==> src/rtl/kmd_pkg.sv <==
package kmd_pkg;
  localparam int KEY_ROWS = 8;
  localparam int KEY_COLS = 8;
  localparam int ROW_W    = $clog2(KEY_ROWS);
  localparam int COL_W    = $clog2(KEY_COLS);
  localparam int CODE_W   = ROW_W + COL_W;
  localparam int DIGITS   = 16;
  localparam int DIG_W    = $clog2(DIGITS);
  localparam int SEG_W    = 8;
  localparam int HOST_DW  = 8;

  typedef enum logic [1:0] {
    REG_KEY  = 2'd0,
    REG_STAT = 2'd1,
    REG_PTR  = 2'd2,
    REG_DISP = 2'd3
  } host_reg_e;
endpackage

==> src/rtl/kmd_scan_timer.sv <==
module kmd_scan_timer #(
  parameter int DIV    = 4,
  parameter int DIGITS = 16,
  parameter int DIG_W  = $clog2(DIGITS)
) (
  input  logic              clk,
  input  logic              rst,
  input  logic              cfg_decoded,
  output logic              slot_end,
  output logic [DIG_W-1:0]  digit,
  output logic [DIG_W-1:0]  digit_nxt,
  output logic [DIGITS-1:0] scan_out
);
  localparam int DIV_W = (DIV > 1) ? $clog2(DIV) : 1;

  logic [DIV_W-1:0] dcnt;

  assign slot_end  = (dcnt == DIV_W'(DIV - 1));
  assign digit_nxt = !slot_end ? digit :
                     (digit == DIG_W'(DIGITS - 1)) ? '0 : digit + 1'b1;

  always_ff @(posedge clk) begin
    if (rst) begin
      dcnt     <= '0;
      digit    <= '0;
      scan_out <= '0;
    end else begin
      dcnt     <= slot_end ? '0 : dcnt + 1'b1;
      digit    <= digit_nxt;
      scan_out <= cfg_decoded ? (DIGITS'(1) << digit_nxt) : DIGITS'(digit_nxt);
    end
  end

  p_slot_step_r1: assert property (@(posedge clk) disable iff (rst)
    (slot_end && digit != DIG_W'(DIGITS - 1)) |=> digit == $past(digit) + 1'b1);
  p_slot_hold_r1: assert property (@(posedge clk) disable iff (rst)
    !slot_end |=> $stable(digit));
  p_decoded_onehot_r1: assert property (@(posedge clk) disable iff (rst)
    (!$past(rst) && cfg_decoded && $past(cfg_decoded)) |-> $onehot(scan_out));
endmodule

==> src/rtl/kmd_key_scan.sv <==
module kmd_key_scan #(
  parameter int ROWS  = 8,
  parameter int COLS  = 8,
  parameter int ROW_W = $clog2(ROWS),
  parameter int COL_W = $clog2(COLS),
  parameter int DIG_W = 4
) (
  input  logic                   clk,
  input  logic                   rst,
  input  logic                   cfg_nkro,
  input  logic                   slot_end,
  input  logic [DIG_W-1:0]       digit,
  input  logic [COLS-1:0]        ret_in,
  output logic                   push,
  output logic [ROW_W+COL_W-1:0] code
);
  logic [COLS-1:0]  prev_q [ROWS];
  logic [COLS-1:0]  held_q [ROWS];
  logic             kb_slot, any_held, found, accept;
  logic [ROW_W-1:0] row;
  logic [COL_W-1:0] pick;
  logic [COLS-1:0]  cand;

  assign kb_slot = (digit < DIG_W'(ROWS));
  assign row     = digit[ROW_W-1:0];

  always_comb begin
    any_held = 1'b0;
    for (int r = 0; r < ROWS; r++) any_held = any_held | (|held_q[r]);
    cand  = ret_in & prev_q[row] & ~held_q[row];
    found = 1'b0;
    pick  = '0;
    for (int c = COLS - 1; c >= 0; c--) begin
      if (cand[c]) begin
        found = 1'b1;
        pick  = COL_W'(c);
      end
    end
    accept = slot_end && kb_slot && found && (cfg_nkro || !any_held);
  end

  always_ff @(posedge clk) begin
    if (rst) begin
      for (int r = 0; r < ROWS; r++) begin
        prev_q[r] <= '0;
        held_q[r] <= '0;
      end
      push <= 1'b0;
      code <= '0;
    end else begin
      push <= accept;
      if (accept) code <= {row, pick};
      if (slot_end && kb_slot) begin
        prev_q[row] <= ret_in;
        held_q[row] <= (held_q[row] & ret_in) | (accept ? (COLS'(1) << pick) : '0);
      end
    end
  end

  p_push_after_sample_r3: assert property (@(posedge clk) disable iff (rst)
    push |-> $past(slot_end));
  p_push_single_r9: assert property (@(posedge clk) disable iff (rst)
    push |=> !push);
endmodule

==> src/rtl/kmd_code_fifo.sv <==
module kmd_code_fifo #(
  parameter int W     = 6,
  parameter int DEPTH = 8,
  parameter int PTR_W = $clog2(DEPTH),
  parameter int CNT_W = $clog2(DEPTH + 1)
) (
  input  logic             clk,
  input  logic             rst,
  input  logic             push,
  input  logic [W-1:0]     din,
  input  logic             pop,
  input  logic             ovf_clr,
  output logic [W-1:0]     dout,
  output logic [CNT_W-1:0] count,
  output logic             ovf
);
  logic [W-1:0]     mem [DEPTH];
  logic [PTR_W-1:0] wptr, rptr;
  logic             do_pop, do_push;

  assign do_pop  = pop && (count != '0);
  assign do_push = push && ((count != CNT_W'(DEPTH)) || do_pop);
  assign dout    = mem[rptr];

  always_ff @(posedge clk) begin
    if (do_push) mem[wptr] <= din;
  end

  always_ff @(posedge clk) begin
    if (rst) begin
      wptr  <= '0;
      rptr  <= '0;
      count <= '0;
      ovf   <= 1'b0;
    end else begin
      if (do_push) wptr <= (wptr == PTR_W'(DEPTH - 1)) ? '0 : wptr + 1'b1;
      if (do_pop)  rptr <= (rptr == PTR_W'(DEPTH - 1)) ? '0 : rptr + 1'b1;
      count <= count + CNT_W'(do_push) - CNT_W'(do_pop);
      if (push && !do_push) ovf <= 1'b1;
      else if (ovf_clr)     ovf <= 1'b0;
    end
  end

  p_count_bound_r5: assert property (@(posedge clk) disable iff (rst)
    count <= CNT_W'(DEPTH));
  p_full_drop_r6: assert property (@(posedge clk) disable iff (rst)
    (push && !pop && count == CNT_W'(DEPTH)) |=> (count == CNT_W'(DEPTH)) && ovf);
  p_pop_take_r4: assert property (@(posedge clk) disable iff (rst)
    (pop && !push && count != '0) |=> count == $past(count) - 1'b1);
endmodule

==> src/rtl/kmd_digit_ram.sv <==
module kmd_digit_ram #(
  parameter int DIGITS  = 16,
  parameter int DIG_W   = $clog2(DIGITS),
  parameter int SEG_W   = 8,
  parameter int HOST_DW = 8
) (
  input  logic               clk,
  input  logic               rst,
  input  logic               ptr_wr,
  input  logic               data_wr,
  input  logic               data_rd,
  input  logic [HOST_DW-1:0] wdata,
  input  logic               right_entry,
  input  logic [DIG_W-1:0]   digit_nxt,
  output logic [SEG_W-1:0]   rd_data,
  output logic [SEG_W-1:0]   seg_out
);
  logic [SEG_W-1:0] ram [DIGITS];
  logic [DIG_W-1:0] ptr;
  logic             autoinc;

  assign rd_data = ram[ptr];

  for (genvar d = 0; d < DIGITS; d++) begin : g_cell
    always_ff @(posedge clk) begin
      if (rst) begin
        ram[d] <= '0;
      end else if (data_wr) begin
        if (right_entry) begin
          if (d == DIGITS - 1) ram[d] <= wdata[SEG_W-1:0];
          else                 ram[d] <= ram[(d + 1) % DIGITS];
        end else if (ptr == DIG_W'(d)) begin
          ram[d] <= wdata[SEG_W-1:0];
        end
      end
    end
  end

  always_ff @(posedge clk) begin
    if (rst) begin
      ptr     <= '0;
      autoinc <= 1'b0;
      seg_out <= '0;
    end else begin
      seg_out <= ram[digit_nxt];
      if (ptr_wr) begin
        ptr     <= wdata[DIG_W-1:0];
        autoinc <= wdata[DIG_W];
      end else if (autoinc && ((data_wr && !right_entry) || data_rd)) begin
        ptr <= ptr + 1'b1;
      end
    end
  end

  p_right_shift_r11: assert property (@(posedge clk) disable iff (rst)
    (data_wr && right_entry) |=>
      (ram[DIGITS-1] == $past(wdata[SEG_W-1:0])) && (ram[0] == $past(ram[1])));
  p_ptr_step_r10: assert property (@(posedge clk) disable iff (rst)
    (data_wr && !right_entry && !ptr_wr && autoinc) |=> ptr == $past(ptr) + 1'b1);
  p_refresh_r2: assert property (@(posedge clk) disable iff (rst)
    (!$past(rst) && !$past(data_wr)) |-> seg_out == $past(ram[digit_nxt]));
endmodule

==> src/rtl/keymatrix_display_ctl.sv <==
module keymatrix_display_ctl
  import kmd_pkg::*;
#(
  parameter int SCAN_DIV   = 256,
  parameter int FIFO_DEPTH = 8
) (
  input  logic               clk,
  input  logic               rst,
  input  logic               cfg_nkro,
  input  logic               cfg_decoded,
  input  logic               cfg_right_entry,
  input  logic [KEY_COLS-1:0] ret_in,
  output logic [DIGITS-1:0]  scan_out,
  output logic [SEG_W-1:0]   seg_out,
  input  logic               host_wr,
  input  logic               host_rd,
  input  logic [1:0]         host_addr,
  input  logic [HOST_DW-1:0] host_wdata,
  output logic [HOST_DW-1:0] host_rdata
);
  localparam int CNT_W = $clog2(FIFO_DEPTH + 1);

  host_reg_e          reg_sel;
  logic               slot_end, push, fifo_ovf;
  logic [DIG_W-1:0]   digit, digit_nxt;
  logic [CODE_W-1:0]  code, fifo_dout;
  logic [CNT_W-1:0]   fifo_cnt;
  logic [SEG_W-1:0]   disp_rd;
  logic [HOST_DW-1:0] status;

  assign reg_sel = host_reg_e'(host_addr);
  assign status  = {fifo_ovf, {(HOST_DW - 1 - CNT_W){1'b0}}, fifo_cnt};

  kmd_scan_timer #(.DIV(SCAN_DIV), .DIGITS(DIGITS), .DIG_W(DIG_W)) u_timer (
    .clk(clk), .rst(rst), .cfg_decoded(cfg_decoded), .slot_end(slot_end),
    .digit(digit), .digit_nxt(digit_nxt), .scan_out(scan_out)
  );

  kmd_key_scan #(.ROWS(KEY_ROWS), .COLS(KEY_COLS), .ROW_W(ROW_W), .COL_W(COL_W),
                 .DIG_W(DIG_W)) u_keys (
    .clk(clk), .rst(rst), .cfg_nkro(cfg_nkro), .slot_end(slot_end), .digit(digit),
    .ret_in(ret_in), .push(push), .code(code)
  );

  kmd_code_fifo #(.W(CODE_W), .DEPTH(FIFO_DEPTH)) u_fifo (
    .clk(clk), .rst(rst), .push(push), .din(code),
    .pop(host_rd && reg_sel == REG_KEY),
    .ovf_clr(host_wr && reg_sel == REG_STAT),
    .dout(fifo_dout), .count(fifo_cnt), .ovf(fifo_ovf)
  );

  kmd_digit_ram #(.DIGITS(DIGITS), .DIG_W(DIG_W), .SEG_W(SEG_W), .HOST_DW(HOST_DW)) u_disp (
    .clk(clk), .rst(rst),
    .ptr_wr(host_wr && reg_sel == REG_PTR),
    .data_wr(host_wr && reg_sel == REG_DISP),
    .data_rd(host_rd && reg_sel == REG_DISP),
    .wdata(host_wdata), .right_entry(cfg_right_entry), .digit_nxt(digit_nxt),
    .rd_data(disp_rd), .seg_out(seg_out)
  );

  always_ff @(posedge clk) begin
    if (rst) begin
      host_rdata <= '0;
    end else if (host_rd) begin
      case (reg_sel)
        REG_KEY:  host_rdata <= (fifo_cnt != '0) ? HOST_DW'(fifo_dout) : '0;
        REG_STAT: host_rdata <= status;
        REG_DISP: host_rdata <= HOST_DW'(disp_rd);
        default:  host_rdata <= '0;
      endcase
    end
  end
endmodule

==> config.mk <==
export PLATFORM = sky130hd
export DESIGN_NAME = keymatrix_display_ctl
export DESIGN_NICKNAME = d
export VERILOG_FILES = /design/src/rtl/kmd_pkg.sv /design/src/rtl/kmd_scan_timer.sv /design/src/rtl/kmd_key_scan.sv /design/src/rtl/kmd_code_fifo.sv /design/src/rtl/kmd_digit_ram.sv /design/src/rtl/keymatrix_display_ctl.sv
export SDC_FILE = /design/constraint.sdc
export NUM_CORES = 1
export LEC_CHECK = 0
export BUFFER_PORTS_ARGS = -buffer_cell sky130_fd_sc_hd__buf_2
export CORE_AREA = 3 3 176 178
export DETAILED_ROUTE_END_ITERATION = 8
export DIE_AREA = 0 0 179 181
export PLACE_DENSITY_LB_ADDON = 0.08
export SYNTH_ARGS = -nofsm -noshare
export SYNTH_HDL_FRONTEND = slang
export SYNTH_HIERARCHICAL = 1
export SYNTH_SLANG_ARGS = --single-unit
==> constraint.sdc <==
create_clock -name clk -period 3.1 [get_ports clk]
set_input_delay 0.62 -clock clk [delete_from_list [all_inputs] [get_ports clk]]
set_output_delay 0.62 -clock clk [all_outputs]
set_load 0.005 [all_outputs]
# Word level (Yosys, flattened, before mapping)
# Memory sizes are Yosys's and may differ from the RTL's. A register that Yosys moved wholly into a read port is not among the register bits.
# Cells that the tools add are included.
dict set report totals {
  regBits 59
  ram_bits 304
  inputBits 25
  out_inout_bits 32
  wordCells 294
  mem_count 4
}
dict set report op_classes {
  n_addsub 7
  order_cmp 1
  n_eq_ne 23
  shifts 2
  mux 163
  bitwise_logic 45
  n_reduce_logical 36
}
# name words word_bits read_ports rd_clocked_by_memory_dff write_ports line
set mem_list {}
lappend mem_list {u_disp.ram 16 8 17 2 16 kmd_digit_ram.sv:18} ;# logic [SEG_W-1:0] ram [DIGITS];
lappend mem_list {u_keys.held_q 8 8 9 1 8 kmd_key_scan.sv:18} ;# logic [COLS-1:0] held_q [ROWS];
lappend mem_list {u_keys.prev_q 8 8 1 1 8 kmd_key_scan.sv:17} ;# logic [COLS-1:0] prev_q [ROWS];
lappend mem_list {u_fifo.mem 8 6 1 1 1 kmd_code_fifo.sv:17} ;# logic [W-1:0] mem [DEPTH];
# op count
set op_table {}
lappend op_table {{8-bit two-way mux} 35}
lappend op_table {{1-bit two-way mux} 103}
lappend op_table {{8-bit OR reduction} 10}
lappend op_table {{3-bit two-way mux} 16}
lappend op_table {{1-bit bitwise OR} 39}
lappend op_table {{4-bit equality test (second input constant)} 9}
lappend op_table {{4-bit two-way mux} 7}
lappend op_table {{8-bit bitwise AND} 3}
lappend op_table {{8-bit one-hot mux with 3 select lines} 1}
lappend op_table {{4-bit by 3-bit equality test with 1-bit output (second input constant)} 4}
lappend op_table {{1-bit by 4-bit left shift with 16-bit output (first input constant)} 1}
lappend op_table {{1-bit logical AND} 13}
lappend op_table {{4-bit by 1-bit adder with 4-bit output (second input constant)} 2}
lappend op_table {{8-bit by 1-bit adder with 8-bit output (second input constant)} 1}
lappend op_table {{4-bit by 2-bit equality test with 1-bit output (second input constant)} 2}
lappend op_table {{8-bit equality test (second input constant)} 1}
lappend op_table {{8-bit inverter} 1}
lappend op_table {{8-bit bitwise OR} 1}
lappend op_table {{1-bit by 3-bit left shift with 8-bit output (first input constant)} 1}
lappend op_table {{3-bit by 1-bit adder with 3-bit output (second input constant)} 2}
lappend op_table {{3-bit equality test (second input constant)} 2}
lappend op_table {{6-bit two-way mux} 1}
lappend op_table {{4-bit by 1-bit adder with 4-bit output} 1}
lappend op_table {{2-bit equality test (second input constant)} 2}
lappend op_table {{other kinds (13)} 19}

# Longest topological paths before layout
# Gate-level depths: netlist (run 1).
dict set report depth {
  word_depth 15
  mapped_depth 12
  mapped_depth_nobuf 9
}

# Modules after synthesis
# The synthesis (run 1) kept the hierarchy.
# mod instances cells_per_inst area_per_inst_um2 seq_area_each_um2
set modules_own_cells {}
lappend modules_own_cells {kmd_digit_ram 1 518 7863.8 4184.0}
lappend modules_own_cells {kmd_key_scan 1 467 6409.9 3983.8}
lappend modules_own_cells {kmd_code_fifo 1 167 2706.3 1721.7}
lappend modules_own_cells {kmd_scan_timer 1 117 1118.6 560.5}
lappend modules_own_cells {keymatrix_display_ctl 1 59 481.7 160.2}

# Least setup slack after synthesis (run 1)
# No wires, ideal clock.
dict set report synth_path {
  path_kind {register to register}
  startpoint {register u_timer.digit[1]}
  endpoint {memory u_keys.held_q[0][4], data pin}
  setup_time_ns 0.266
  arrival_ns 2.565
  t_required_ns 2.834
  slack_ns 0.269
  stages_incl_launch_ff 9
  period_less_slack_ns 2.831
  path_cell_list {dfxtp_1 > buf_4 > clkbuf_1 > mux4_2 > mux2_2 > o311a_1 > or2_1 > a31oi_2 > nor2_1}
}
# item line
set synth_lines {}
lappend synth_lines {{start: declaration} kmd_scan_timer.sv:10} ;# output logic [DIG_W-1:0] digit,
lappend synth_lines {{start signal: assignment} kmd_scan_timer.sv:29} ;# digit <= digit_nxt;
lappend synth_lines {{end: declaration} kmd_key_scan.sv:18}

# Final worst setup path (run 1)
dict set report layout_path {
  startpoint {register u_timer.digit[0]}
  endpoint {register u_disp.seg_out[5], read port of u_disp.ram}
}
dict set report layout_between {
  elab_chain_len 3
}
# item line
set layout_rtl {}
lappend layout_rtl {{4-bit by 1-bit adder with 4-bit output or 4-bit equality test (tied branches)} kmd_scan_timer.sv:20} ;# (digit == DIG_W'(DIGITS - 1)) ? '0 : digit + 1'b1;
lappend layout_rtl {{4-bit two-way mux} kmd_scan_timer.sv:20}
lappend layout_rtl {{4-bit two-way mux *} kmd_scan_timer.sv:19} ;# assign digit_nxt = !slot_end ? digit :
lappend layout_rtl {{via digit_nxt[0]} keymatrix_display_ctl.sv:25} ;# logic [DIG_W-1:0] digit, digit_nxt;
lappend layout_rtl {{end: declaration} kmd_digit_ram.sv:16} ;# output logic [SEG_W-1:0] seg_out
# The timed path passes the listed nets; every way through them passes the cells marked *.
# A chain may end at the register's enable or synchronous reset.

==> metrics.txt, run 1 <==
# TYPE chip_impl_metric gauge
chip_impl_info{name="synth_area_leader_cell",value="edfxtp_1"} 1
chip_impl_metric{name="synthesis.area_per_instance",unit="µm²"} 14.0
chip_impl_metric{name="synthArstFlopShare",unit=""} 0
chip_impl_metric{name="path_clk_slew",unit="ps"} 60
chip_impl_info{name="ys_top_cells_by_area",value="edfxtp_1, mux4_2, dfxtp_1"} 1
chip_impl_metric{name="clock.fmax",unit="MHz"} 340
chip_impl_metric{name="mappedNetlistArea",unit="µm²"} 18600
chip_impl_metric{name="grt_pass1_wl",unit="µm"} 72900
chip_impl_metric{name="detailroute.via_count",unit=""} 12500
chip_impl_metric{name="compound_cell_area_share_of_the_yosys_netlist",unit=""} 0.103
chip_impl_metric{name="vias_per_cell",unit=""} 6.75
chip_impl_metric{name="synth_enable_flop_cells",unit=""} 304
chip_impl_metric{name="num_antenna_cells",unit=""} 0
chip_impl_metric{name="gp_routability_congestion",unit=""} 0.911
chip_impl_info{name="clk_root_buffer_cell",value="clkbuf_16"} 1
chip_impl_metric{name="power_leakage",unit="µW"} 0.00767
chip_impl_metric{name="placementRows",unit=""} 63
chip_impl_metric{name="syn_nets",unit=""} 1369
chip_impl_metric{name="fp.dieW",unit="µm"} 179
chip_impl_metric{name="drt_pass1_iterations",unit=""} 5
chip_impl_metric{name="slew_headroom",unit=""} 0.309
chip_impl_metric{name="dieArea",unit="µm²"} 32400
chip_impl_metric{name="post_synth_xor_area_fraction",unit=""} 0.00478
chip_impl_metric{name="report.final.hold_viol_count",unit=""} 0
chip_impl_metric{name="clk-insertion-delay-late",unit="ps"} 530
chip_impl_metric{name="detail_route.wirelength",unit="µm"} 47000
chip_impl_metric{name="postCtsSetupBuffers",unit=""} 0
chip_impl_info{name="post-synth-top-count-cell",value="edfxtp_1"} 1
chip_impl_metric{name="clock_skew",unit="ps"} 17.9
chip_impl_metric{name="critical_path_fanouts_max",unit=""} 22
chip_impl_metric{name="cp_data_arrival_time",unit="ps"} 3360
chip_impl_metric{name="cts_max_level",unit=""} 2
chip_impl_metric{name="ios",unit=""} 57
chip_impl_metric{name="critical-path-max-stage-delay",unit="ps"} 530
chip_impl_metric{name="max_slew.worst_pin.slew",unit="ps"} 1040
chip_impl_info{name="crit_path_kind",value="reg2reg"} 1
chip_impl_info{name="postSynth.topFlopCell",value="edfxtp_1"} 1
chip_impl_info{name="run_status",value="finished clean"} 1
chip_impl_metric{name="grt_max_degree",unit=""} 91
chip_impl_metric{name="flop_and_latch_count_out_of_synthesis",unit=""} 378
chip_impl_info{name="synth_top_family_by_area",value="multiplexers"} 1
chip_impl_metric{name="drt-initial-drc-count",unit=""} 1273
chip_impl_metric{name="gr-usage-all-layers",unit=""} 0.293
chip_impl_metric{name="detailedPlacementHpwl",unit="µm"} 31900
chip_impl_info{name="rsz0062_at_grt",value="no"} 1
chip_impl_metric{name="placeable_area",unit="µm²"} 29600
chip_impl_metric{name="drc_errors",unit=""} 0
chip_impl_metric{name="cts_hold_repair.buffers",unit=""} 0
chip_impl_metric{name="yosysWarningCount",unit=""} 6
chip_impl_metric{name="detail_route_antenna_nets",unit=""} 0
chip_impl_metric{name="synth_sequential_area_ratio",unit=""} 0.571
chip_impl_info{name="timing.hold.worst.class",value="in2reg"} 1
chip_impl_metric{name="buffer_ports.inserted",unit=""} 56
chip_impl_metric{name="setup_viol_count_final",unit=""} 0
chip_impl_info{name="cell_types_with_the_highest_counts_after_synthesis",value="edfxtp_1, a22o_1, nor2_1, mux4_2, dfxtp_1"} 1
chip_impl_metric{name="final-max-slew-violation-count",unit=""} 0
chip_impl_metric{name="cts_made_buffers",unit=""} 41
chip_impl_info{name="cts_tree",value="done"} 1
chip_impl_info{name="worstSetupEndpointType",value="flop"} 1
chip_impl_metric{name="yosys.area_share.adder",unit=""} 0.0112
chip_impl_metric{name="initial_utilization",unit=""} 0.629
chip_impl_metric{name="synth.distinct_cells",unit=""} 80
chip_impl_metric{name="clkSinkCount",unit=""} 378
chip_impl_metric{name="yosys.area_share.simple",unit=""} 0.121
chip_impl_metric{name="wire_per_inst",unit="µm"} 25.3
chip_impl_metric{name="grt_pass1_vias",unit=""} 12500
chip_impl_metric{name="floorplan.die.height",unit="µm"} 181
chip_impl_metric{name="area_overhead_of_the_layout_relative_to_synthesis",unit="%"} 13.9
chip_impl_metric{name="max_cap_viols",unit=""} 0
chip_impl_metric{name="worst_supply_voltage_drop_on_vdd",unit="mV"} 0.525
chip_impl_metric{name="antenna_found_initial",unit=""} 0
chip_impl_metric{name="layout-drive-gt1-share",unit=""} 0.251
chip_impl_info{name="worst_path_max_delay_cell",value="mux4_2"} 1
chip_impl_metric{name="p_per_cell_area",unit="nW/µm²"} 543
chip_impl_metric{name="synthDominantCellAreaShare",unit=""} 0.491
chip_impl_metric{name="post-route-min-period",unit="ps"} 2940
chip_impl_metric{name="worst-endpoint-required",unit="ps"} 3520
chip_impl_info{name="critical_path.cell_chain",value="buf_4, ha_1, a31o_2, nor3_1, a21oi_1, inv_2, buf_12, mux4_2, a22o_1, a221o_1"} 1
chip_impl_metric{name="finish.net_count",unit=""} 1474
chip_impl_metric{name="syn_inst_count",unit=""} 1328
chip_impl_metric{name="setup_total_negative_slack",unit="ps"} 0
chip_impl_metric{name="overall_overflow_remaining_after_global_route",unit=""} 0
chip_impl_metric{name="fin_crit_sh",unit=""} 0.949
chip_impl_metric{name="final_util",unit=""} 0.716
chip_impl_info{name="critical_path.startpoint_type",value="flop"} 1
chip_impl_metric{name="synth_mux_area_frac",unit=""} 0.161
chip_impl_metric{name="clock_tree.buffer_depth",unit=""} 3
-- layer usage --
layer | vias to the layer above | wire (µm) | GRT usage
met5 | - | 0 | 0
met4 | 0 | 1240 | 0.0892
met3 | 88 | 3100 | 0.0376
met2 | 594 | 23600 | 0.487
met1 | 6338 | 19000 | 0.406
li1 | 5502 | - | -
-- cell families (layout without fill, tap and decap cells) --
logic type,count (synthesis),after routing
AND/OR/NAND/NOR,417,417
flip-flops,378,378
AO/OA/AOI/OAI,236,236
multiplexers,161,161
buffers and inverters,112,250
adder cells (fa/ha/maj),16,16
XOR/XNOR,8,8
-- cells in the final DEF (no fill, tap or decap), types with 5 or more instances in the layout --
master     netlist  final
nor4_1          20     20
dfxtp_1         74     71
a21oi_1         19     19
inv_1           14     13
nor2b_1         20     20
buf_2           10     56
mux2_2          19     19
nand4_1          7      7
buf_12           0     10
o21ai_1          7      8
ha_1            15     15
nor2_1         124    122
nor3_2           4      5
and3_1          59     59
nor3_1          17     16
mux2i_1         35     35
buf_4            4     92
clkbuf_16        0     43
edfxtp_1       304    304
clkinv_2         0      6
a221o_1          6      6
clkbuf_1        59     11
o22ai_1          5      5
nand2b_1        33     33
o21ai_0         20     19
clkbuf_8         0      7
nor3b_1         13     11
and2_1          26     26
nand2_1         45     45
mux4_2          95     95
nand3b_1         5      5
mux4_1          10     10
nand3_1         19     19
a22oi_1          7      7
a22o_1         128    128
-- state kept, by name, indices dropped and copies added (netlist names), 3 cells and up, named ones only --
name              flops
u_fifo/wptr           3
u_fifo/count          4
u_timer/digit         4
u_disp/seg_out        8
u_keys/code           6
u_timer/scan_out     16
u_keys/prev_q        64
u_keys/held_q        64
u_disp/ram          128
host_rdata            8
u_timer/dcnt          8
u_fifo/mem           48
u_disp/ptr            4
u_fifo/rptr           3
-- final timing paths --
path	startpoint	cells after the start	slack (ps)	end
hold / removal	cfg_decoded	3	440	u_timer/scan_out[0]$_SDFF_PP0_
setup / recovery	u_timer/digit[0]$_SDFF_PP0_	10	160	u_disp/seg_out[5]$_SDFF_PP0_
hold reg to reg	host_rdata[6]$_SDFFE_PP0P_	2	480	host_rdata[6]$_SDFFE_PP0P_
setup reg to reg	u_timer/digit[0]$_SDFF_PP0_	10	160	u_disp/seg_out[5]$_SDFF_PP0_
-- stage by stage --
step	power, µW	std cells	instance area (µm²)	hold WS [ps]	setup slack (ps)
5_1_grt	11900	1856	21200	446	21.2
4_1_cts	11500	1856	21200	425	155
3_5_place_dp	6670	1780	19800	469	196
6_report	11500	1856	21200	442	158
2_1_floorplan	6370	1328	18600	438	269
3_3_place_gp	6640	1780	19800	456	291
-- power by group --
part / switching, µW / total [µW] / internal (µW)
registers: 146 / 5800 / 5650
logic: 448 / 786 / 338
clock network: 1960 / 4920 / 2960
-- what timing repair did --
item | 4_1_cts | 5_1_grt
resized for setup | 0 | 4
endpoints found under the setup margin | 0 | 13
hold endpoints to repair | 0 | 0
-- critical path: cells and delay by family (launching register included) --
family	cells	cell delay (ps)
mux	1	530
compound gates	4	920
simple gates	1	210
flops	1	360
buf+inv	3	530
fa+ha+maj	1	260
-- cell type report --
class	count	area (µm²)
flip-flops and latches	378	10600
fillers	2003	8390
multi-input cells	838	7470
clock buffers	61	1210
repair buffers	158	1170
well taps	390	488
clock inverters	15	151
inverters	16	60.1
No activity file was read; power rests on OpenSTA's default activity.
==> run 2: changes to the inputs <==
Settings changed: CORE_AREA 3 3 176 178 to 3 3 174 176, CTS_BUF_LIST set to sky130_fd_sc_hd__clkbuf_4 sky130_fd_sc_hd__clkbuf_8, DIE_AREA 0 0 179 181 to 0 0 177 179, HOLD_SLACK_MARGIN set to 0.15.
==> run 2 against run 1 <==
- critical path depth fell by 3
- fmax fell by 1.5%
- sequential cell count did not move
- largest cell class unchanged
- clock-buffer cell count rose by 39
- critical endpoint is now u_keys/held_q[7][4]$_SDFFCE_PN0P_
- first-iteration DRC count rose by 22%
- cell area fell by 0.93%
- sequential power barely moved
- final cell count rose by 1.6%
- worst hold slack got worse by 120 ps
- wire length fell by 3.2%
- highest routed layer is now met5
- clock skew fell by 4.1 ps
- register-to-register slack got worse by 40 ps
==> metrics.txt, run 2 (synthesized netlist as in run 1, its figures left out) <==
# TYPE chip_impl_metric gauge
chip_impl_metric{name="detail_route.wirelength",unit="µm"} 45500
chip_impl_metric{name="placeable_area",unit="µm²"} 28800
chip_impl_metric{name="floorplan.die.height",unit="µm"} 179
chip_impl_metric{name="p_per_cell_area",unit="nW/µm²"} 516
chip_impl_info{name="cp-startpoint",value="u_timer/digit[0]$_SDFF_PP0_"} 1
chip_impl_info{name="worstSetupEndpointType",value="flop"} 1
chip_impl_info{name="register_with_the_most_flip_flops",value="u_disp/ram"} 1
chip_impl_metric{name="drt_pass1_iterations",unit=""} 6
chip_impl_metric{name="power.share.combinational",unit=""} 0.072
chip_impl_info{name="highest_count_cells_in_the_layout_ignoring_fill_and_taps",value="edfxtp_1, a22o_1, nor2_1"} 1
chip_impl_info{name="run_status",value="finished clean"} 1
chip_impl_metric{name="grt_max_degree",unit=""} 84
chip_impl_metric{name="cp_data_arrival_time",unit="ps"} 3300
chip_impl_metric{name="clock.fmax",unit="MHz"} 335
chip_impl_info{name="timing.hold.worst.class",value="in2reg"} 1
chip_impl_metric{name="gp_routability_congestion",unit=""} 0.952
chip_impl_metric{name="gr-usage-all-layers",unit=""} 0.293
chip_impl_metric{name="buffer_ports.inserted",unit=""} 56
chip_impl_metric{name="dieArea",unit="µm²"} 31700
chip_impl_metric{name="drc_errors",unit=""} 0
chip_impl_metric{name="clkSinkCount",unit=""} 378
chip_impl_info{name="rsz0062_at_grt",value="yes"} 1
chip_impl_metric{name="cts_resized",unit=""} 0
chip_impl_info{name="clk_root_buffer_cell",value="clkbuf_8"} 1
chip_impl_metric{name="seqPwrFrac",unit=""} 0.536
chip_impl_metric{name="initial_utilization",unit=""} 0.646
chip_impl_info{name="reg_top3",value="u_disp/ram (128), u_keys/held_q (64), u_keys/prev_q (64)"} 1
chip_impl_metric{name="fp.dieW",unit="µm"} 177
chip_impl_metric{name="setup_viol_count_final",unit=""} 0
chip_impl_metric{name="final-max-slew-violation-count",unit=""} 0
chip_impl_metric{name="setup_total_negative_slack",unit="ps"} 0
chip_impl_metric{name="worst_supply_voltage_drop_on_vdd",unit="mV"} 0.392
chip_impl_metric{name="p_sw_frac",unit=""} 0.227
chip_impl_info{name="cts_tree",value="done"} 1
chip_impl_metric{name="critical_path_fanouts_max",unit=""} 28
chip_impl_metric{name="switching_power",unit="µW"} 2460
chip_impl_metric{name="antenna_found_initial",unit=""} 2
chip_impl_metric{name="ios",unit=""} 57
chip_impl_info{name="crit-reg2reg-launch",value="u_timer/digit[0]$_SDFF_PP0_"} 1
chip_impl_metric{name="fin_crit_sh",unit=""} 0.963
chip_impl_metric{name="finish.net_count",unit=""} 1493
chip_impl_info{name="layout_commonest_cell",value="edfxtp_1"} 1
chip_impl_metric{name="postCtsSetupBuffers",unit=""} 0
chip_impl_metric{name="detailroute.via_count",unit=""} 12400
chip_impl_metric{name="overall_overflow_remaining_after_global_route",unit=""} 0
chip_impl_metric{name="vias_per_cell",unit=""} 6.58
chip_impl_info{name="hold_path_startpoint",value="host_rd"} 1
chip_impl_metric{name="p_int",unit="µW"} 8360
chip_impl_metric{name="largest_register_ff_count",unit=""} 128
chip_impl_metric{name="pwr-share-clk",unit=""} 0.392
chip_impl_metric{name="detail_route_antenna_nets",unit=""} 0
chip_impl_metric{name="wire_per_inst",unit="µm"} 24.1
chip_impl_metric{name="grt_pass1_vias",unit=""} 12300
chip_impl_metric{name="placedInstanceArea",unit="µm²"} 19700
chip_impl_metric{name="clock_tree.buffer_depth",unit=""} 3
chip_impl_metric{name="clk-insertion-delay-late",unit="ps"} 600
chip_impl_metric{name="clock_skew",unit="ps"} 13.8
chip_impl_metric{name="worst-endpoint-required",unit="ps"} 3420
chip_impl_info{name="critical_path.startpoint_type",value="flop"} 1
chip_impl_metric{name="setup_slack",unit="ps"} 114
chip_impl_metric{name="cts_max_level",unit=""} 2
chip_impl_metric{name="max_slew.worst_pin.slew",unit="ps"} 1130
chip_impl_metric{name="placementRows",unit=""} 62
chip_impl_metric{name="max_cap_viols",unit=""} 0
chip_impl_metric{name="drt-initial-drc-count",unit=""} 1550
chip_impl_metric{name="cts_hold_repair.buffers",unit=""} 0
chip_impl_metric{name="layout-drive-gt1-share",unit=""} 0.274
chip_impl_info{name="crit_path_kind",value="reg2reg"} 1
chip_impl_metric{name="report.final.hold_viol_count",unit=""} 0
chip_impl_metric{name="slew_headroom",unit=""} 0.238
chip_impl_metric{name="power_leakage",unit="µW"} 0.00764
chip_impl_metric{name="cts_made_buffers",unit=""} 60
chip_impl_metric{name="path_clk_slew",unit="ps"} 60
chip_impl_metric{name="setup_slack_after_placement",unit="ps"} 188
chip_impl_metric{name="area_overhead_of_the_layout_relative_to_synthesis",unit="%"} 12.9
chip_impl_metric{name="detailedPlacementHpwl",unit="µm"} 31900
chip_impl_metric{name="post-route-min-period",unit="ps"} 2990
chip_impl_metric{name="final_cell_area",unit="µm²"} 21000
chip_impl_metric{name="grt_pass1_wl",unit="µm"} 70900
chip_impl_metric{name="fillerInstances",unit=""} 1895
run 2: changes by cell type in the layout (fill, tap and decap cells not counted), moves of 2 or more:
cell       change
buf_12         -5
buf_4          +4
bufinv_16      -3
clkbuf_1      -11
clkbuf_16     -43
clkbuf_4      +32
clkbuf_8      +61
clkinv_2       -2
diode_2        +2
run 2: final cells by class:
class                      instances  area, µm²  area share
timing repair buffer             158       1130      0.0538
tap                              384        480      0.0229
clock buffer                     100       1180      0.0561
sequential                       378      10600       0.506
multi-input combinational        838       7460       0.356
antenna                            2       5.00    0.000239
clock inverter                    10       50.0     0.00239
inverter                          16       60.1     0.00286
run 2: final timing paths:
path                                                           to  slack [ps]  depth (start not counted)
worst max register to register  u_keys/held_q[7][4]$_SDFFCE_PN0P_         110                          7
worst max-delay path            u_keys/held_q[7][4]$_SDFFCE_PN0P_         110                          7
worst min-delay path                   host_rdata[5]$_SDFFE_PP0P_         320                          2
worst min register to register         host_rdata[7]$_SDFFE_PP0P_         470                          2
run 2: per-layer routing:
metal / global-route usage / up-vias / share of wire
li1: - / 5552 / -
met1: 0.397 / 6154 / 0.39
met2: 0.478 / 599 / 0.49
met3: 0.0523 / 108 / 0.080
met4: 0.117 / 2 / 0.036
met5: 0 / - / 0.00026
run 2: through the flow:
stage	hold WS [ps]	util	total power, µW	cells
global placement	453	0.686	6640	1774
global route	310	0.729	11200	1885
detailed placement	460	0.686	6660	1774
CTS	284	0.728	10900	1884
finish	325	0.729	10800	1886
floorplan	438	-	6370	1328
run 2: power groups by stage:
stage / clock, µW / combinational (µW) / sequential, µW
global route: 4570 / 837 / 5820
finish: 4250 / 778 / 5800
detailed placement: 0 / 768 / 5900
floorplan: 0 / 543 / 5830
CTS: 4320 / 773 / 5790
global placement: 0 / 757 / 5890
run 2: worst max-delay path: stages (launching register included):
cell     delay (ps)
dfxtp_2         400
buf_12          230
mux4_2          510
mux2_2          300
o311a_1         360
or2_1           270
a31oi_2         490
nor2_1          110
==> run 3: changes to the inputs <==
Settings changed: PLACE_DENSITY set to 0.8, PLACE_DENSITY_LB_ADDON 0.08 to unset, SLEW_MARGIN set to 15, TNS_END_PERCENT set to 10.
==> run 3 against run 2 <==
- wire length rose by 2.3%
- register-to-register slack got worse by 70 ps
- clock skew rose by 13 ps
- total power rose by 3.8%
- final cell count fell by 0.11%
- clock power rose by 9.6%
- via count rose by 4.2%
- critical path type unchanged
- critical endpoint is now u_keys/held_q[6][7]$_SDFFCE_PN0P_
==> metrics.txt, run 3 (synthesized netlist as in run 1, its figures left out) <==
# TYPE chip_impl_metric gauge
chip_impl_info{name="run_status",value="finished clean"} 1
chip_impl_metric{name="stdcell_count",unit=""} 1884
chip_impl_info{name="reg_top3",value="u_disp/ram (128), u_keys/held_q (64), u_keys/prev_q (64)"} 1
chip_impl_info{name="critical_path.startpoint_type",value="flop"} 1
chip_impl_metric{name="number_of_cells_after_detailed_placement",unit=""} 1771
chip_impl_metric{name="detail_route.wirelength",unit="µm"} 46600
chip_impl_metric{name="largest_register_ff_count",unit=""} 128
chip_impl_metric{name="critical_path_fanouts_max",unit=""} 14
chip_impl_info{name="layout_commonest_cell",value="edfxtp_1"} 1
chip_impl_metric{name="power.share.combinational",unit=""} 0.070
chip_impl_metric{name="finish.net_count",unit=""} 1490
chip_impl_metric{name="dieArea",unit="µm²"} 31700
chip_impl_metric{name="floorplan.die.height",unit="µm"} 179
chip_impl_metric{name="placedInstanceArea",unit="µm²"} 19700
chip_impl_metric{name="post-route-min-period",unit="ps"} 3060
chip_impl_metric{name="drc_errors",unit=""} 0
chip_impl_metric{name="detail_route_antenna_nets",unit=""} 0
chip_impl_metric{name="fp.dieW",unit="µm"} 177
chip_impl_metric{name="num_antenna_cells",unit=""} 0
chip_impl_metric{name="ios",unit=""} 57
chip_impl_info{name="cts_tree",value="done"} 1
chip_impl_metric{name="slew_headroom",unit=""} 0.249
chip_impl_metric{name="gp_routability_congestion",unit=""} 0.920
chip_impl_metric{name="vias_per_cell",unit=""} 6.86
chip_impl_metric{name="cts_hold_repair.buffers",unit=""} 0
chip_impl_metric{name="initial_utilization",unit=""} 0.646
chip_impl_metric{name="worst-endpoint-required",unit="ps"} 3440
chip_impl_metric{name="grt_max_degree",unit=""} 121
chip_impl_metric{name="drt-initial-drc-count",unit=""} 1861
chip_impl_metric{name="cp_data_arrival_time",unit="ps"} 3400
chip_impl_metric{name="clkSinkCount",unit=""} 378
chip_impl_info{name="timing.hold.worst.class",value="in2reg"} 1
chip_impl_metric{name="path_clk_slew",unit="ps"} 60
chip_impl_metric{name="overall_overflow_remaining_after_global_route",unit=""} 0
chip_impl_metric{name="postCtsSetupBuffers",unit=""} 0
chip_impl_metric{name="area_overhead_of_the_layout_relative_to_synthesis",unit="%"} 13.6
chip_impl_metric{name="fillerInstances",unit=""} 1770
chip_impl_metric{name="clk-insertion-delay-late",unit="ps"} 620
chip_impl_metric{name="seqPwrFrac",unit=""} 0.516
chip_impl_info{name="crit_path_kind",value="reg2reg"} 1
chip_impl_metric{name="power_leakage",unit="µW"} 0.00769
chip_impl_metric{name="detailroute.via_count",unit=""} 12900
chip_impl_metric{name="clock_tree.buffer_depth",unit=""} 3
chip_impl_info{name="worstSetupEndpointType",value="flop"} 1
chip_impl_metric{name="fin_crit_sh",unit=""} 0.987
chip_impl_metric{name="buffer_ports.inserted",unit=""} 56
chip_impl_metric{name="clock.fmax",unit="MHz"} 327
chip_impl_metric{name="placementRows",unit=""} 62
chip_impl_metric{name="max_cap_viols",unit=""} 0
chip_impl_metric{name="cts_max_level",unit=""} 2
chip_impl_metric{name="p_per_cell_area",unit="nW/µm²"} 532
chip_impl_metric{name="setup_viol_count_final",unit=""} 0
chip_impl_metric{name="drt_pass1_iterations",unit=""} 5
chip_impl_metric{name="register_area",unit="µm²"} 10600
chip_impl_metric{name="clock_skew",unit="ps"} 26.7
chip_impl_info{name="rsz0062_at_grt",value="yes"} 1
chip_impl_metric{name="worst_supply_voltage_drop_on_vdd",unit="mV"} 0.571
chip_impl_metric{name="placeable_area",unit="µm²"} 28800
chip_impl_metric{name="multiInputGateArea",unit="µm²"} 7490
chip_impl_metric{name="detailedPlacementHpwl",unit="µm"} 32000
chip_impl_metric{name="final-max-slew-violation-count",unit=""} 0
chip_impl_metric{name="antenna_found_initial",unit=""} 2
chip_impl_metric{name="grt_pass1_wl",unit="µm"} 72000
chip_impl_metric{name="setup_total_negative_slack",unit="ps"} 0
chip_impl_metric{name="p_sw_frac",unit=""} 0.231
chip_impl_metric{name="wire_per_inst",unit="µm"} 24.7
chip_impl_metric{name="grt_pass1_vias",unit=""} 12800
chip_impl_metric{name="layout-drive-gt1-share",unit=""} 0.273
chip_impl_metric{name="report.final.hold_viol_count",unit=""} 0
chip_impl_info{name="highest_count_cells_in_the_layout_ignoring_fill_and_taps",value="edfxtp_1, a22o_1, nor2_1"} 1
chip_impl_metric{name="final_util",unit=""} 0.733
chip_impl_metric{name="pwr-share-clk",unit=""} 0.414
chip_impl_metric{name="switching_power",unit="µW"} 2600
chip_impl_metric{name="p_int",unit="µW"} 8640
chip_impl_metric{name="gr-usage-all-layers",unit=""} 0.293
chip_impl_metric{name="cts_made_buffers",unit=""} 60
chip_impl_metric{name="max_slew.worst_pin.slew",unit="ps"} 1130
chip_impl_info{name="register_with_the_most_flip_flops",value="u_disp/ram"} 1
chip_impl_info{name="clk_root_buffer_cell",value="clkbuf_8"} 1
chip_impl_metric{name="final_cell_area",unit="µm²"} 21100
run 3: cell type report:
cell class                 instances  area share
clock buffer                      83      0.0485
multi-input combinational        838       0.355
tap                              384      0.0228
clock inverter                    30      0.0143
sequential                       378       0.503
inverter                          16     0.00285
timing repair buffer             155      0.0538
run 3: path summary, 6_finish.rpt:
kind	startpoint	to	slack, ps	cells after the start
max	u_timer/digit[0]$_SDFF_PP0_	u_keys/held_q[6][7]$_SDFFCE_PN0P_	40	9
min reg2reg	u_fifo/ovf$_SDFFE_PP0P_	u_fifo/ovf$_SDFFE_PP0P_	490	1
min	cfg_decoded	u_timer/scan_out[1]$_SDFF_PP0_	340	3
max reg2reg	u_timer/digit[0]$_SDFF_PP0_	u_keys/held_q[6][7]$_SDFFCE_PN0P_	40	9
run 3: power groups by stage:
stage / combinational [µW] / clock, µW / sequential [µW]
3_3_place_gp: 751 / 0 / 5880
4_1_cts: 776 / 4700 / 5790
3_5_place_dp: 769 / 0 / 5890
6_report: 788 / 4660 / 5790
2_1_floorplan: 543 / 0 / 5830
5_1_grt: 843 / 4890 / 5810
run 3: what timing repair did:
item                       in CTS  in global routing
setup endpoints to repair       0                 39
resized for setup               0                  7
hold endpoints to repair        0                  0
run 3: layer usage:
| metal | routed length [µm] | global-route usage | vias to the layer above |
|---|---|---|---|
| met2 | 23200 | 0.495 | 825 |
| met1 | 17500 | 0.386 | 6421 |
| li1 | - | - | 5550 |
| met5 | 31 | 0 | - |
| met4 | 1730 | 0.117 | 4 |
| met3 | 4130 | 0.0472 | 131 |
run 3: stage by stage:
| step | setup WS [ps] | total power, µW | hold slack, ps |
|---|---|---|---|
| after CTS | 53.2 | 11300 | 314 |
| after floorplan | 269 | 6370 | 438 |
| after global routing | -168 | 11500 | 347 |
| after global placement | 197 | 6630 | 455 |
| after detailed placement | 81.2 | 6660 | 463 |
| final | 38.9 | 11200 | 339 |
run 3: worst max-delay path, stage by stage, from the launching register on:
cell and delay (ps):
dfxtp_2 420, buf_12 200, buf_4 170, mux4_2 510, nor3b_1 160, o21ai_0 300
o311a_1 310, o21ai_1 140, a32oi_2 450, nor2_1 90
